===== src/rtl/spill_pkg.sv =====
package spill_pkg;
  typedef enum logic [1:0] {
    PH_IDLE  = 2'b00,
    PH_BURST = 2'b10,
    PH_GAP   = 2'b11
  } phase_e;
  localparam int unsigned RDY_BIT = 2;
  localparam int unsigned TMO_BIT = 3;
endpackage


===== src/rtl/spill_sync.sv =====
module spill_sync #(
  parameter int unsigned STAGES = 2,
  parameter int unsigned W      = 2
) (
  input  logic         clk_i,
  input  logic         rst_ni,
  input  logic [W-1:0] d_i,
  output logic [W-1:0] q_o
);
  logic [W-1:0] chain_q [STAGES];

  always_ff @(posedge clk_i or negedge rst_ni)
    if (!rst_ni) chain_q[0] <= '0;
    else         chain_q[0] <= d_i;

  for (genvar s = 1; s < STAGES; s++) begin : g_stage
    always_ff @(posedge clk_i or negedge rst_ni)
      if (!rst_ni) chain_q[s] <= '0;
      else         chain_q[s] <= chain_q[s-1];
  end

  assign q_o = chain_q[STAGES-1];
endmodule


===== src/rtl/spill_phase.sv =====
module spill_phase
  import spill_pkg::*;
(
  input  logic   clk_i,
  input  logic   rst_ni,
  input  logic   burst_s_i,
  input  logic   gap_s_i,
  output phase_e phase_o,
  output logic   start_o,
  output logic   end_o
);
  logic burst_d_q;

  always_ff @(posedge clk_i or negedge rst_ni)
    if (!rst_ni) burst_d_q <= 1'b0;
    else         burst_d_q <= burst_s_i;

  assign start_o = burst_s_i & ~burst_d_q;
  assign end_o   = ~burst_s_i & burst_d_q;

  always_comb begin
    if (burst_s_i)    phase_o = PH_BURST;
    else if (gap_s_i) phase_o = PH_GAP;
    else              phase_o = PH_IDLE;
  end
endmodule


===== src/rtl/spill_flags.sv =====
module spill_flags (
  input  logic clk_i,
  input  logic rst_ni,
  input  logic start_i,
  input  logic end_i,
  input  logic clr_rdy_i,
  input  logic clr_tmo_i,
  output logic rdy_o,
  output logic tmo_o
);
  logic rdy_q, tmo_q;

  // set terms are OR-ed after the clear so a coincident set wins
  always_ff @(posedge clk_i or negedge rst_ni)
    if (!rst_ni) begin
      rdy_q <= 1'b0;
      tmo_q <= 1'b0;
    end else begin
      rdy_q <= end_i | (rdy_q & ~clr_rdy_i);
      tmo_q <= (start_i & rdy_q) | (tmo_q & ~clr_tmo_i);
    end

  assign rdy_o = rdy_q;
  assign tmo_o = tmo_q;
endmodule


===== src/rtl/spill_status_reg.sv =====
module spill_status_reg
  import spill_pkg::*;
#(
  parameter int unsigned DATA_W      = 8,
  parameter int unsigned SYNC_STAGES = 2
) (
  input  logic              clk_i,
  input  logic              rst_ni,
  input  logic              burst_i,
  input  logic              interburst_i,
  input  logic              wr_en_i,
  input  logic [DATA_W-1:0] wr_data_i,
  output logic [DATA_W-1:0] status_o
);
  localparam int unsigned FLAG_TOP = TMO_BIT + 1;

  logic [1:0] lvl_s;
  phase_e     phase;
  logic       start, fin, rdy, tmo;

  spill_sync #(.STAGES(SYNC_STAGES), .W(2)) u_sync (
    .clk_i (clk_i),
    .rst_ni(rst_ni),
    .d_i   ({interburst_i, burst_i}),
    .q_o   (lvl_s)
  );

  spill_phase u_phase (
    .clk_i    (clk_i),
    .rst_ni   (rst_ni),
    .burst_s_i(lvl_s[0]),
    .gap_s_i  (lvl_s[1]),
    .phase_o  (phase),
    .start_o  (start),
    .end_o    (fin)
  );

  spill_flags u_flags (
    .clk_i    (clk_i),
    .rst_ni   (rst_ni),
    .start_i  (start),
    .end_i    (fin),
    .clr_rdy_i(wr_en_i & wr_data_i[RDY_BIT]),
    .clr_tmo_i(wr_en_i & wr_data_i[TMO_BIT]),
    .rdy_o    (rdy),
    .tmo_o    (tmo)
  );

  logic unused_wr;
  assign unused_wr = ^{wr_data_i[DATA_W-1:FLAG_TOP], wr_data_i[1:0]};

  always_comb begin
    status_o          = '0;
    status_o[1:0]     = phase;
    status_o[RDY_BIT] = rdy;
    status_o[TMO_BIT] = tmo;
  end
endmodule


===== config.mk =====
export PLATFORM = sky130hd
export DESIGN_NAME = spill_status_reg
export DESIGN_NICKNAME = d
export VERILOG_FILES = /design/src/rtl/spill_pkg.sv /design/src/rtl/spill_sync.sv /design/src/rtl/spill_phase.sv /design/src/rtl/spill_flags.sv /design/src/rtl/spill_status_reg.sv
export SDC_FILE = /design/constraint.sdc
export NUM_CORES = 1
export LEC_CHECK = 0
export BUFFER_PORTS_ARGS = -buffer_cell sky130_fd_sc_hd__buf_2
export CORE_AREA = 3 3 40 42
export CTS_BUF_LIST = sky130_fd_sc_hd__clkbuf_4 sky130_fd_sc_hd__clkbuf_8
export DETAILED_ROUTE_END_ITERATION = 12
export DIE_AREA = 0 0 43 45
export SYNTH_ARGS = -nofsm -noshare
export SYNTH_HDL_FRONTEND = slang
export SYNTH_SLANG_ARGS = --single-unit

===== constraint.sdc =====
create_clock -name clk_i -period 0.8 [get_ports clk_i]
set_input_delay 0 -clock clk_i [delete_from_list [all_inputs] [get_ports clk_i]]
set_output_delay 0 -clock clk_i [all_outputs]
set_load 0.1 [all_outputs]

==> results of run 1 <==
==> area by class of cell <==
class / count / area, sq um / share of cell area, %
multi-input cells: 11 / 62.56 / 13.93
well taps: 15 / 18.77 / 4.178
repair buffers: 15 / 158.9 / 35.38
flip-flops and latches: 7 / 175.2 / 39.00
inverters: 1 / 3.754 / 0.8357
clock buffers: 4 / 30.03 / 6.685
==> worst max path at each step <==
| stage | from | endpoint | slack (ps) | depth (start not counted) |
|---|---|---|---|---|
| 2_1_floorplan | u_sync.q_o[0] | status_o[0] | -40 | 1 |
| 3_3_place_gp | u_sync.q_o[0] | status_o[1] | -80 | 2 |
| 3_5_place_dp | u_sync.q_o[0] | status_o[1] | -90 | 2 |
| 4_1_cts | u_sync.q_o[0] | status_o[0] | -260 | 2 |
| 5_1_grt | u_sync.q_o[0] | status_o[0] | -310 | 2 |
| 6_report | u_sync.q_o[0] | status_o[1] | -260 | 2 |
==> repair_timing <==
action | in CTS | in global routing
gates resized for setup | 5 | 0
hold buffers | 3 | 0
hold endpoints to repair | 9 | 0
endpoints found under the setup margin | 5 | 6
pin swaps | 2 | 1
buffers inserted | 1 | 0
==> Yosys cell counts <==
master and n:
inv_1 1, o2bb2ai_1 1, a22o_1 1, nand2_1 3, conb_1 1, dfrtp_1 7
and2b_2 1, buf_4 6, or2_1 1
==> logic make-up (layout without fill, tap and decap cells) <==
group	after synthesis	in the layout	synth area share (%)
and+or+nand+nor	5	5	9.679
DFF	7	7	64.52
buffers and inverters	7	20	17.97
other	1	4	1.381
AOI/OAI and AO/OA	2	2	6.453
==> metrics by stage <==
| step | instances | total power, uW | hold slack [ps] | worst slack (ps) | cell area [sq um] |
|---|---|---|---|---|---|
| floorplan | 25 | 685.6 | -295.6 | -44.34 | 286.5 |
| global placement | 45 | 758.3 | -164.1 | -84.58 | 362.8 |
| detailed placement | 45 | 759.6 | -164.6 | -92.56 | 362.8 |
| CTS | 53 | 1142 | 19.84 | -260.4 | 449.2 |
| global route | 53 | 1188 | 38.87 | -309.6 | 449.2 |
| finish | 53 | 1124 | 36.42 | -256.2 | 449.2 |
==> routing by layer <==
layer / part of all wire (%) / global-route usage, % / vias to the layer above / wire length (um)
met4: 0 / 5.422 / 0 / 0
li1: - / - / 91 / -
met1: 39 / 5.211 / 80 / 157
met3: 12 / 5.976 / 0 / 47
met2: 48 / 6.587 / 10 / 193
met5: 0 / 0 / - / 0
==> state kept, by name, indices dropped and copies added, names as in the netlist <==
signal and cells:
u_sync.q_o 2, u_flags.tmo_o 1, u_phase.burst_d_q 1, u_sync.chain_q 2, u_flags.rdy_o 1
==> power by group <==
| group | switching (uW) | total [uW] | internal, uW | leakage, uW |
|---|---|---|---|---|
| clock network | 121 | 345 | 224 | 0.0000184 |
| registers | 21.7 | 403 | 381 | 0.0000818 |
| logic | 257 | 376 | 119 | 0.000124 |
==> worst max-delay path: cells and delay by family (launching register included) <==
family	cells	cell delay, ps
buffers and inverters	1	160
DFF	1	380
and+or+nand+nor	1	260
==> reports/metrics.yaml, run 1 <==
drv_slew: 0
ys_ff_latch: 7
max_stage_delay_ps: 380
grt_pass1_vias: 157
grt_max_degree: 8
vdd_drop_max_v: 0.0007346
finalSetupTns_ps: -755.0
setup.worst_path.end_class: "primary output"
holdPathEnd: "u_flags.tmo_o"
grt_overflow_total: 0
portBuffers: 10
period_share_pct: 132.0
drv_cap: 0
final_util_pct: 34.96
worst_slack_ps: -256.2
wl_um: 398
arrival_ps: 1060
final_cell_mix: "dfrtp_1, buf_2, conb_1, clkbuf_4, buf_12"
failed_checks: "negative setup slack"
vias: 181
r2r_start: "u_sync.q_o[0]"
final_common_cell: "dfrtp_1"
leakagePower_uw: 0.0002240
rows: 13
drt-initial-drc-count: 0
rsz0062_at_grt: "yes"
path_class: "flip-flop to primary output"
cp-start-kind: "flip-flop"
cts_tree: "yes"
clk_pin_slew_ps: 50
synth_top_area_share_pct: 64.52
synth_area_leaders: "dfrtp_1, buf_4, nand2_1"
design.core.area_sq_um: 1285
syn_to_final_growth_pct: 65.44
skew_ps: 3.546
drive_above_1_share_pct: 47.37
p_per_area_nw_per_um2: 2502
worstPathMaxFanout: 3
fin_nets: 52
die_h_um: 45
hold_viol: 0
timing.rr.end: "u_flags.rdy_o"
die_area_sq_um: 1935
hold_start: "wr_data_i[3]"
whs_path_depth: 3
r2r_slack_ps: -130
yosysTopAreaCell: "dfrtp_1"
crit_slowest_cell: "dfrtp_1"
gp_congestion: 0.5578
fill_cells: 131
synth_seq_area_share_pct: 64.52
worstRegToRegCells: 4
ioPinCount: 21
clkLatencyLatePin_ps: 250
die_x_um: 43
status: "finished with violations"
crit_chain: "or2_4 -> buf_12"
fmax_mhz: 946.8
clkSinkCount: 7
ctsHtreeMaxLevel: 1
avgSynthCellArea_sq_um: 12.34
n_antenna_cell: 0
dr.pass1.iters: 1
min_period_ps: 1056
track_usage_pct: 5.635
hp-class: "primary input to flip-flop"
start_util_pct: 21.13
drc: 0
wl_per_cell_um: 7.509
yosysUniqueCellTypes: 9
crit_required_ps: 800
antenna_found_initial: 0
grt_pass1_wl_um: 648
synth_warnings: 0
synthesis.area_sq_um: 271.5
cts-buffers-inserted: 3
netlist_instances: 22
detail-route-antenna-nets: 0
cts_root_buffer: "clkbuf_4"
setup_violations: 6
viasPerCell: 3.415
clk_path_buf_depth: 2
Power figures use the tool's default switching activity.
==> run 2: changes to the inputs <==
- ABC_AREA: unset -> 1
==> run 2 against run 1 <==
Effect of this change:
- the flow still finishes with violations (negative setup slack)
- count of clock-buffer cells in the layout is the same
- utilization grew 4.7 points
- wire length grew 27%
- total power grew 3.6%
- first-iteration DRC count grew 1
- synthesized cell count grew 23%
- clock power is essentially flat
- combinational power grew 11%
- register-to-register slack gained 30 ps
- fmax grew 8.8%
- largest cell class is now non-clock buffers
==> reports/metrics.yaml, run 2 <==
crit_chain: "inv_2 -> nand2_2 -> buf_12"
vdd_drop_max_v: 0.001117
hold_viol: 0
wl_um: 504
drv_slew: 0
viasPerCell: 3.587
pwr-share-comb_pct: 35.8
path_class: "flip-flop to primary output"
ctsHtreeMaxLevel: 1
ioPinCount: 21
grt_use_met3_pct: 4.781
r2r_slack_ps: -100
period_share_pct: 121.3
r2r_start: "u_sync.q_o[0]"
grt_pass1_vias: 219
whs_path_depth: 4
grt_max_degree: 8
finalSetupTns_ps: -580.9
yosysUniqueCellTypes: 7
cts_tree: "yes"
synth_warnings: 0
cts_root_buffer: "clkbuf_4"
clkSinkCount: 7
synth_top_area_share_pct: 63.93
yosysTopAreaCell: "dfrtp_1"
netlist_instances: 27
synth_area_leaders: "dfrtp_1, buf_4, nand2_1"
hold_start: "wr_data_i[3]"
status: "finished with violations"
synthArstFlopShare_pct: 100.0
use_met2_pct: 8.982
synth_seq_area_share_pct: 63.93
die_x_um: 43
p_per_area_nw_per_um2: 2285
synthesis.area_sq_um: 274.0
synth_common_cells: "nand2_1, dfrtp_1, buf_4"
fin_nets: 62
clkLatencyLatePin_ps: 250
multi_input_area_sq_um: 73.82
failed_checks: "negative setup slack"
worstPathMaxFanout: 3
yosysMostFrequentCell: "nand2_1"
dr.pass1.iters: 2
avgSynthCellArea_sq_um: 10.15
cts-buffers-inserted: 3
ys.flop_type: "dfrtp_1"
p_switching_uw: 418.8
dp_hpwl_um: 295.7
gp_congestion: 0.7135
start_util_pct: 21.32
worstRegToRegCells: 5
leakagePower_uw: 0.0002635
regArea_sq_um: 176.4
power.total_uw: 1164
min_period_ps: 970.6
die_area_sq_um: 1935
final_cell_mix: "buf_2, dfrtp_1, nand2_1, buf_4"
clk_path_buf_depth: 2
ys_ff_latch: 7
clk_pin_slew_ps: 50
drv_cap: 0
wl_per_cell_um: 8.000
p_sw_share_pct: 35.99
max_stage_delay_ps: 430
antenna_found_initial: 0
vias: 226
seqPwrFrac_pct: 34.7
grt_pass1_wl_um: 793
track_usage_pct: 5.981
crit_slowest_cell: "dfrtp_2"
rsz0062_at_grt: "yes"
setup_violations: 6
die_h_um: 45
synth-edff-count: 0
rows: 13
p_clk_share_pct: 29.5
crit_required_ps: 800
holdPathEnd: "u_flags.tmo_o"
use_met1_pct: 5.736
drive_above_1_share_pct: 56.25
portBuffers: 10
n_antenna_cell: 0
detail-route-antenna-nets: 0
grt_busiest_layer: "met2"
grt_overflow_total: 0
drc: 0
arrival_ps: 970
syn_to_final_growth_pct: 85.84
setup.worst_path.end_class: "primary output"
cp-start-kind: "flip-flop"
worst_slack_ps: -170.6
hp-class: "primary input to flip-flop"
fmax_mhz: 1030
skew_ps: 0.3277
timing.rr.end: "u_flags.rdy_o"
drt-initial-drc-count: 1
design.core.area_sq_um: 1285
fill_cells: 122
intPower_uw: 744.9
[run 2: cell types whose count changed after synthesis, sizes merged]
cell     before  now
nor2          0    1
and2b         1    0
inv           1    3
or2           1    0
nand2         3    8
nand3         0    1
a22o          1    0
o2bb2ai       1    0
[run 2: layout make-up]
class,count,area share (%)
flip-flops and latches,7,34.64
repair buffers,20,39.07
clock buffers,4,5.897
multi-input cells,14,14.50
inverters,3,2.211
well taps,15,3.686
[run 2: kinds of logic (layout without fill, tap and decap cells)]
kind of cell / count (synthesis) / after routing / share of synthesized area (%)
and+or+nand+nor: 10 / 10 / 14.15
DFF: 7 / 7 / 63.93
buffers and inverters: 9 / 27 / 20.55
other: 1 / 4 / 1.369
[run 2: how the worst max path moves through the flow]
stage / startpoint / end / depth (start not counted)
2_1_floorplan: u_sync.q_o[0] / status_o[0] / 1
3_3_place_gp: u_sync.q_o[0] / status_o[1] / 3
3_5_place_dp: u_sync.q_o[0] / status_o[1] / 3
4_1_cts: u_sync.q_o[0] / status_o[1] / 3
5_1_grt: u_sync.q_o[0] / status_o[1] / 3
6_report: u_sync.q_o[0] / status_o[1] / 3
[run 2: power by group through the flow]
stage                     logic, uW  clock network [uW]  registers (uW)
after floorplan                 286                   0             399
after global placement          355                   0             409
after detailed placement        356                   0             411
after CTS                       401                 365             403
after global routing            431                 384             408
final                           416                 343             404
[run 2: stage by stage]
step	cells	hold slack, ps	util (%)	cell area (sq um)	setup WS, ps
2_1_floorplan	30	-295.6	-	295.3	-84.63
3_3_place_gp	49	-167.1	29.50	379.1	54.46
3_5_place_dp	49	-164.9	29.50	379.1	30.67
4_1_cts	61	5.459	37.29	479.2	-192.8
5_1_grt	63	31.91	39.63	509.2	-210.6
6_report	63	14.42	39.63	509.2	-170.6
[run 2: critical path, delay by kind of cell, from the launching register on]
kind | cells | cell delay [ps]
DFF | 1 | 430
and+or+nand+nor | 1 | 60
buffers and inverters | 2 | 240
[run 2: routing by layer]
metal	wire length [um]	vias up
met3	63	0
met1	193	102
met4	0	0
li1	-	110
met2	247	14
met5	0	-
[run 2: timing repair]
action | CTS | global route
gates resized for setup | 1 | 5
hold buffers | 4 | 0
setup buffers | 4 | 3
hold endpoints to repair | 10 | 0
pin swaps | 1 | 2
endpoints found under the setup margin | 4 | 6
